`config.mk`:
```
export PLATFORM = sky130hd
export DESIGN_NAME = cmd_frame_tx
export DESIGN_NICKNAME = d
export VERILOG_FILES = /design/src/rtl/cmdtx_pkg.sv /design/src/rtl/cmdtx_frame_build.sv /design/src/rtl/cmdtx_crc4.sv /design/src/rtl/cmdtx_seq.sv /design/src/rtl/cmd_frame_tx.sv
export SDC_FILE = /design/constraint.sdc
export NUM_CORES = 1
export LEC_CHECK = 0
export CAP_MARGIN = 20
export CELL_PAD_IN_SITES_DETAIL_PLACEMENT = 1
export CELL_PAD_IN_SITES_GLOBAL_PLACEMENT = 1
export CORE_MARGIN = 2
export CORE_UTILIZATION = 45
export CTS_BUF_LIST = sky130_fd_sc_hd__clkbuf_8
export DETAILED_ROUTE_END_ITERATION = 8
export PLACE_DENSITY = 0.86
export SLEW_MARGIN = 5
export SYNTH_ARGS = -nofsm -noshare
export SYNTH_HDL_FRONTEND = slang
export SYNTH_SLANG_ARGS = --single-unit
```
`constraint.sdc`:
```
create_clock -name clk -period 4.4 [get_ports clk]
set_input_delay 0.88 -clock clk [delete_from_list [all_inputs] [get_ports clk]]
set_output_delay 0.88 -clock clk [all_outputs]
set_load 0.1 [all_outputs]
```
`src/rtl/cmdtx_pkg.sv`:
```
package cmdtx_pkg;

  localparam int unsigned SLAVE_W  = 2;
  localparam int unsigned ADDR_W   = 21;
  localparam int unsigned DATA_B   = 4;
  localparam int unsigned CRC_W    = 4;
  localparam int unsigned FRAME_W  = 64;
  localparam int unsigned LEN_W    = $clog2(FRAME_W + 1);

  typedef enum logic [2:0] {
    ST_IDLE, ST_START, ST_FRAME, ST_CRC, ST_ECHO
  } tx_state_t;

  typedef struct packed {
    logic [FRAME_W-1:0] bits;   // left aligned, first bit at MSB
    logic [LEN_W-1:0]   len;
  } frame_t;

  // append the low w bits of v, most significant first
  function automatic frame_t push_field(frame_t f, logic [31:0] v, int unsigned w);
    frame_t r = f;
    for (int i = 31; i >= 0; i--) begin
      if (i < int'(w)) r.bits = {r.bits[FRAME_W-2:0], v[i]};
    end
    r.len = r.len + LEN_W'(w);
    return r;
  endfunction

  function automatic logic [ADDR_W-1:0] addr_adjust(logic [ADDR_W-1:0] a, logic [1:0] szc);
    logic [ADDR_W-1:0] r = a;
    if (szc == 2'd1)      r[0]   = 1'b0;
    else if (szc[1])      r[1:0] = 2'b01;
    return r;
  endfunction

  function automatic int unsigned size_bytes(logic [1:0] szc);
    return (szc == 2'd0) ? 1 : (szc == 2'd1) ? 2 : 4;
  endfunction

  function automatic logic [CRC_W-1:0] crc_step(logic [CRC_W-1:0] c, logic b);
    logic fb = b ^ c[CRC_W-1];
    return {c[CRC_W-2:0], 1'b0} ^ {2'b00, fb, fb};
  endfunction

  function automatic frame_t build_frame(logic [1:0] kind, logic wr, logic [SLAVE_W-1:0] slave,
                                         logic [ADDR_W-1:0] addr, logic [1:0] szc,
                                         logic [8*DATA_B-1:0] wdata);
    frame_t f = '0;
    f = push_field(f, 32'(slave), SLAVE_W);
    if (kind[1]) begin
      f = push_field(f, 32'h3f, 6);
    end else if (kind[0]) begin
      f = push_field(f, 32'b010, 3);
    end else begin
      f = push_field(f, 32'b100, 3);
      f = push_field(f, {31'b0, ~wr}, 1);
      f = push_field(f, 32'(addr_adjust(addr, szc)), ADDR_W);
      f = push_field(f, {31'b0, (szc != 2'd0)}, 1);
      if (wr) begin
        for (int b = 0; b < int'(DATA_B); b++) begin
          if (b < int'(size_bytes(szc))) f = push_field(f, 32'(wdata[8*b +: 8]), 8);
        end
      end
    end
    f.bits = f.bits << (FRAME_W - int'(f.len));
    return f;
  endfunction

endpackage

```
`src/rtl/cmdtx_frame_build.sv`:
```
module cmdtx_frame_build
  import cmdtx_pkg::*;
(
  input  logic [1:0]          kind_i,
  input  logic                write_i,
  input  logic [SLAVE_W-1:0]  slave_i,
  input  logic [ADDR_W-1:0]   addr_i,
  input  logic [1:0]          size_i,
  input  logic [8*DATA_B-1:0] wdata_i,
  output frame_t              frame_o
);

  always_comb begin
    frame_o = build_frame(kind_i, write_i, slave_i, addr_i, size_i, wdata_i);
  end

endmodule

```
`src/rtl/cmdtx_crc4.sv`:
```
module cmdtx_crc4
  import cmdtx_pkg::*;
(
  input  logic             clk,
  input  logic             rst_n,
  input  logic             seed_i,   // absorb the implied start bit from zero
  input  logic             step_i,   // absorb one frame bit
  input  logic             bit_i,
  input  logic             shift_i,  // move next remainder bit to the top
  output logic [CRC_W-1:0] crc_o
);

  logic [CRC_W-1:0] crc_q;

  always_ff @(posedge clk or negedge rst_n) begin
    if (!rst_n)       crc_q <= '0;
    else if (seed_i)  crc_q <= crc_step('0, 1'b1);
    else if (step_i)  crc_q <= crc_step(crc_q, bit_i);
    else if (shift_i) crc_q <= {crc_q[CRC_W-2:0], 1'b0};
  end

  assign crc_o = crc_q;

endmodule

```
`src/rtl/cmdtx_seq.sv`:
```
module cmdtx_seq
  import cmdtx_pkg::*;
#(
  parameter int unsigned ECHO_CLKS = 16
) (
  input  logic             clk,
  input  logic             rst_n,
  input  logic             start_i,
  input  frame_t           frame_i,
  input  logic [CRC_W-1:0] crc_i,
  output logic             crc_seed_o,
  output logic             crc_step_o,
  output logic             crc_bit_o,
  output logic             crc_shift_o,
  output logic             link_clk_o,
  output logic             link_dat_o,
  output logic             link_oe_o,
  output logic             done_o,
  output tx_state_t        state_o
);

  localparam int unsigned ECHO_W = $clog2(ECHO_CLKS + 1);
  localparam int unsigned CNT_W  = (LEN_W > ECHO_W) ? LEN_W : ECHO_W;

  tx_state_t          state_q;
  logic               hi_next_q;
  logic [CNT_W-1:0]   cnt_q;
  logic [FRAME_W-1:0] shreg_q;
  logic               advance;
  logic               last;

  assign advance     = (state_q != ST_IDLE) && !hi_next_q;
  assign last        = (cnt_q == '0);
  assign crc_seed_o  = start_i;
  assign crc_bit_o   = shreg_q[FRAME_W-1];
  assign crc_step_o  = advance && ((state_q == ST_START) || (state_q == ST_FRAME && !last));
  assign crc_shift_o = advance && ((state_q == ST_FRAME && last) || (state_q == ST_CRC && !last));
  assign state_o     = state_q;

  always_ff @(posedge clk or negedge rst_n) begin
    if (!rst_n) begin
      state_q    <= ST_IDLE;
      hi_next_q  <= 1'b0;
      cnt_q      <= '0;
      shreg_q    <= '0;
      link_clk_o <= 1'b1;
      link_dat_o <= 1'b1;
      link_oe_o  <= 1'b0;
      done_o     <= 1'b0;
    end else begin
      done_o <= 1'b0;
      if (state_q == ST_IDLE) begin
        if (start_i) begin
          shreg_q    <= frame_i.bits;
          cnt_q      <= CNT_W'(frame_i.len) - CNT_W'(1);
          state_q    <= ST_START;
          link_clk_o <= 1'b0;
          link_dat_o <= 1'b0;
          link_oe_o  <= 1'b1;
          hi_next_q  <= 1'b1;
        end
      end else if (hi_next_q) begin
        link_clk_o <= 1'b1;
        hi_next_q  <= 1'b0;
      end else begin
        link_clk_o <= 1'b0;
        hi_next_q  <= 1'b1;
        unique case (state_q)
          ST_START: begin
            state_q    <= ST_FRAME;
            link_dat_o <= ~shreg_q[FRAME_W-1];
            shreg_q    <= shreg_q << 1;
          end
          ST_FRAME: begin
            if (last) begin
              state_q    <= ST_CRC;
              link_dat_o <= ~crc_i[CRC_W-1];
              cnt_q      <= CNT_W'(CRC_W - 1);
            end else begin
              link_dat_o <= ~shreg_q[FRAME_W-1];
              shreg_q    <= shreg_q << 1;
              cnt_q      <= cnt_q - CNT_W'(1);
            end
          end
          ST_CRC: begin
            if (last) begin
              state_q    <= ST_ECHO;
              link_dat_o <= 1'b1;
              cnt_q      <= CNT_W'(ECHO_CLKS - 1);
            end else begin
              link_dat_o <= ~crc_i[CRC_W-1];
              cnt_q      <= cnt_q - CNT_W'(1);
            end
          end
          ST_ECHO: begin
            link_dat_o <= 1'b1;
            if (last) begin
              state_q    <= ST_IDLE;
              link_clk_o <= 1'b1;
              hi_next_q  <= 1'b0;
              link_oe_o  <= 1'b0;
              done_o     <= 1'b1;
            end else begin
              cnt_q <= cnt_q - CNT_W'(1);
            end
          end
          default: state_q <= ST_IDLE;
        endcase
      end
    end
  end

endmodule

```
`src/rtl/cmd_frame_tx.sv`:
```
module cmd_frame_tx
  import cmdtx_pkg::*;
#(
  parameter int unsigned ECHO_CLKS = 16
) (
  input  logic                clk,
  input  logic                rst_n,
  input  logic                req_valid_i,
  output logic                req_ready_o,
  input  logic [1:0]          req_kind_i,
  input  logic                req_write_i,
  input  logic [SLAVE_W-1:0]  req_slave_i,
  input  logic [ADDR_W-1:0]   req_addr_i,
  input  logic [1:0]          req_size_i,
  input  logic [8*DATA_B-1:0] req_wdata_i,
  output logic                link_clk_o,
  output logic                link_dat_o,
  output logic                link_oe_o,
  output logic                done_o
);

  frame_t           frame_w;
  logic [CRC_W-1:0] crc_w;
  logic             accept_w;
  logic             crc_seed_w, crc_step_w, crc_bit_w, crc_shift_w;
  tx_state_t        state_w;
  logic             in_echo_w;

  assign accept_w    = req_valid_i && req_ready_o;
  assign req_ready_o = (state_w == ST_IDLE);
  assign in_echo_w   = (state_w == ST_ECHO);

  cmdtx_frame_build build_i (
    .kind_i  (req_kind_i),
    .write_i (req_write_i),
    .slave_i (req_slave_i),
    .addr_i  (req_addr_i),
    .size_i  (req_size_i),
    .wdata_i (req_wdata_i),
    .frame_o (frame_w)
  );

  cmdtx_crc4 crc_i (
    .clk     (clk),
    .rst_n   (rst_n),
    .seed_i  (crc_seed_w),
    .step_i  (crc_step_w),
    .bit_i   (crc_bit_w),
    .shift_i (crc_shift_w),
    .crc_o   (crc_w)
  );

  cmdtx_seq #(.ECHO_CLKS(ECHO_CLKS)) seq_i (
    .clk         (clk),
    .rst_n       (rst_n),
    .start_i     (accept_w),
    .frame_i     (frame_w),
    .crc_i       (crc_w),
    .crc_seed_o  (crc_seed_w),
    .crc_step_o  (crc_step_w),
    .crc_bit_o   (crc_bit_w),
    .crc_shift_o (crc_shift_w),
    .link_clk_o  (link_clk_o),
    .link_dat_o  (link_dat_o),
    .link_oe_o   (link_oe_o),
    .done_o      (done_o),
    .state_o     (state_w)
  );

endmodule

```
==> flow_metrics.env <==
export IMPL_drive_above_1_share=0.0804
export IMPL_synth_top_family_by_area="compound AO/OA/AOI/OAI gates"
export IMPL_hold_depth=2
export IMPL_ff2ff_path_depth=7
export IMPL_ys_seq_elements=83
export IMPL_die_w_um=104
export IMPL_place_congestion=0.865
export IMPL_finalWorstPathRequiredPeriod_ns=3.12
export IMPL_gr_total_overflow=0
export IMPL_num_nets_final=620
export IMPL_crit_path_start="req_size_i[1]"
export IMPL_wl_per_cell_um=19.9
export IMPL_synthTopCellsByArea="dfrtp_1 (45%), nor2_1 (7.2%), nand2_1 (4.8%)"
export IMPL_clk_pin_slew_ns=0.09
export IMPL_clkPwrFrac=0.171
export IMPL_syn_cell_area_sq_um=4460
export IMPL_cts_root_buf="clkbuf_8"
export IMPL_synth_xor_area_share=0.00393
export IMPL_cts_resized=0
export IMPL_outcome="complete, no violations"
export IMPL_postCtsSetupBuffers=0
export IMPL_grt_pass1_vias=4420
export IMPL_cts_tree="built"
export IMPL_synth_area_leader_cell="dfrtp_1"
export IMPL_synth_mux_area_frac=0.0188
export IMPL_core_area_sq_um=9680
export IMPL_hp_class="register to register"
export IMPL_slew_viol_final=0
export IMPL_p_switching_w=0.00149
export IMPL_synth_fa_ha_area_frac=0.00281
export IMPL_worst_pin_slew_ns=0.967
export IMPL_placementRows=36
export IMPL_seqPwrFrac=0.390
export IMPL_routed_wl_um=13800
export IMPL_ir_drop_mv=0.326
export IMPL_yosysUniqueCellTypes=65
export IMPL_dp_hpwl_um=9230
export IMPL_fin_crit_sh=0.708
export IMPL_async_flop_share=1.00
export IMPL_internal_power_w=0.00208
export IMPL_cp_max_fo=17
export IMPL_finalHoldViolations=0
export IMPL_synthFlopType="dfrtp_1"
export IMPL_ioPinCount=68
export IMPL_antenna_cells=0
export IMPL_fin_skew_ns=0.00921
export IMPL_vias=4197
export IMPL_cts_hold_buffers=0
export IMPL_cp_arrival_ns=3.41
export IMPL_die_h_um=104
export IMPL_track_usage=0.265
export IMPL_ant_nets=0
export IMPL_p_comb_frac=0.439
export IMPL_antenna_found_initial=0
export IMPL_worstSetupPathType="input pin to register"
export IMPL_postLayoutCellArea_sq_um=5400
export IMPL_finalSetupViolations=0
export IMPL_slew_headroom=0.354
export IMPL_worstPathRequired_ns=4.69
export IMPL_fmax_mhz=321
export IMPL_first_iter_violations=249
export IMPL_cts_max_path_buffers=2
export IMPL_grt_pass1_wl_um=22900
export IMPL_portBuffers=67
export IMPL_setup_tns_ns=0
export IMPL_synth_seq_area_share=0.466
export IMPL_syn_inst=515
export IMPL_rsz0062_at_grt="false"
export IMPL_initial_utilization=0.461
export IMPL_clkSinkCount=83
export IMPL_drt_met1_wl_um=6270
export IMPL_drc=0
export IMPL_h_tree_depth=3
export IMPL_syn_avg_cell_area_sq_um=8.66
export IMPL_p_leak_nw=2.21
export IMPL_viasPerCell=6.06
export IMPL_critPathLaunchType="input pin"
export IMPL_dr_pass1_iters=5
export IMPL_synthTopCellsByCount="nor2_1 (85), dfrtp_1 (81), nand2_1 (57)"
export IMPL_powerDensity_nw_per_um2=661
export IMPL_min_from="seq_i.shreg_q[60]$_DFFE_PN0P_"
export IMPL_synthToLayoutAreaGrowth_pct=21.1
export IMPL_ys_warn_count=0
export IMPL_maxCapViolCount=0
export IMPL_cp_end_kind="register"
export IMPL_r2r_start="seq_i.state_o[2]$_DFFE_PN0P_"
export IMPL_place_area_sq_um=5170
export IMPL_clock_latency_ns=0.35
export IMPL_wl_met3_um=571
export IMPL_yosysTopAreaCellShare=0.454
export IMPL_yosysMostFrequentCell="nor2_1"
export IMPL_numCtsBuffers=9
export IMPL_wl_met2_um=6610
export IMPL_synth_compound_area_frac=0.232
export IMPL_topRoutingLayerUsed="met4"
export IMPL_swShare=0.417
export IMPL_die_area_sq_um=10700
export IMPL_grt_start_max_net_pins=84
export IMPL_synth_edff_count=0
export IMPL_synth_nets=579
export IMPL_synthSimpleGateAreaFrac=0.216
## per-layer routing
metal | vias to the layer above | GRT usage
met2 | 128 | 0.439
met1 | 2108 | 0.361
met5 | - | 0
met3 | 20 | 0.0359
met4 | 0 | 0.0888
li1 | 1941 | -
## sequential cells by signal, summed over array words and instances, names as in the netlist
| signal | cells |
|---|---|
| seq_i.shreg_q | 64 |
| seq_i.cnt_q | 7 |
| crc_i.crc_o | 4 |
| seq_i.state_o | 3 |
| seq_i.done_o | 1 |
| seq_i.hi_next_q | 1 |
| seq_i.link_clk_o | 1 |
| seq_i.link_dat_o | 1 |
| seq_i.link_oe_o | 1 |
## metrics by stage
stage,instances,worst slack (ns),hold WS [ns],total power (W),utilization
floorplan,515,1.36,0.438,0.00250,-
global placement,677,1.16,0.455,0.00282,0.533
detailed placement,677,1.01,0.475,0.00294,0.533
CTS,692,1.36,0.492,0.00357,0.556
global route,693,1.23,0.518,0.00384,0.558
finish,693,1.28,0.490,0.00357,0.558
## path summary, 6_finish.rpt
path | slack, ns | endpoint
max in group asynchronous | 3.26 | seq_i.shreg_q[29]$_DFFE_PN0P_
min in group asynchronous | 0.50 | seq_i.hi_next_q$_DFFE_PN0N_
worst max register to register | 1.48 | seq_i.shreg_q[27]$_DFFE_PN0P_
worst max-delay path | 1.28 | seq_i.shreg_q[29]$_DFFE_PN0P_
worst min register to register | 0.49 | seq_i.shreg_q[60]$_DFFE_PN0P_
worst min-delay path | 0.49 | seq_i.shreg_q[60]$_DFFE_PN0P_
## cells in the final DEF (no fill, tap or decap), types with 6 or more instances in the layout
cell              n
o21ai_0          28
nor2_1           85
buf_4            10
a221oi_1         21
nand3_1          27
a32oi_1           6
a31oi_1          25
dfrtp_1          81
clkdlybuf4s50_1  65
nand2_1          57
clkbuf_8         10
a22o_1            6
inv_1            12
nor3_1            6
a21oi_1          27
## power by group through the flow
stage	combinational, W	clock (W)	sequential, W
after floorplan	0.00115	0	0.00135
after global placement	0.00145	0	0.00137
after detailed placement	0.00155	0	0.00139
after CTS	0.00157	0.000619	0.00138
after global routing	0.00175	0.000649	0.00143
final	0.00157	0.000611	0.00139
## worst max-delay path: stages
cell and delay, ns:
clkdlybuf4s50_1 0.92, nor2_1 0.24, a21oi_1 0.66, a211oi_1 0.23
a221oi_1 0.34, a21o_1 0.12
## layout make-up
type | instances | area [sq um]
tap | 133 | 166
inverter | 12 | 45.0
timing repair buffer | 77 | 766
clock inverter | 5 | 77.6
clock buffer | 10 | 138
multi-input combinational | 373 | 2130
fill | 1126 | 4280
sequential | 83 | 2080
## logic make-up after synthesis
logic type,Yosys count
AO/OA/AOI/OAI,152
AND/OR/NAND/NOR,210
adder cells (fa/ha/maj),1
multiplexers,8
XOR/XNOR,2
buffers and inverters,59
flip-flops,83
No activity file was read; power rests on OpenSTA's default activity.
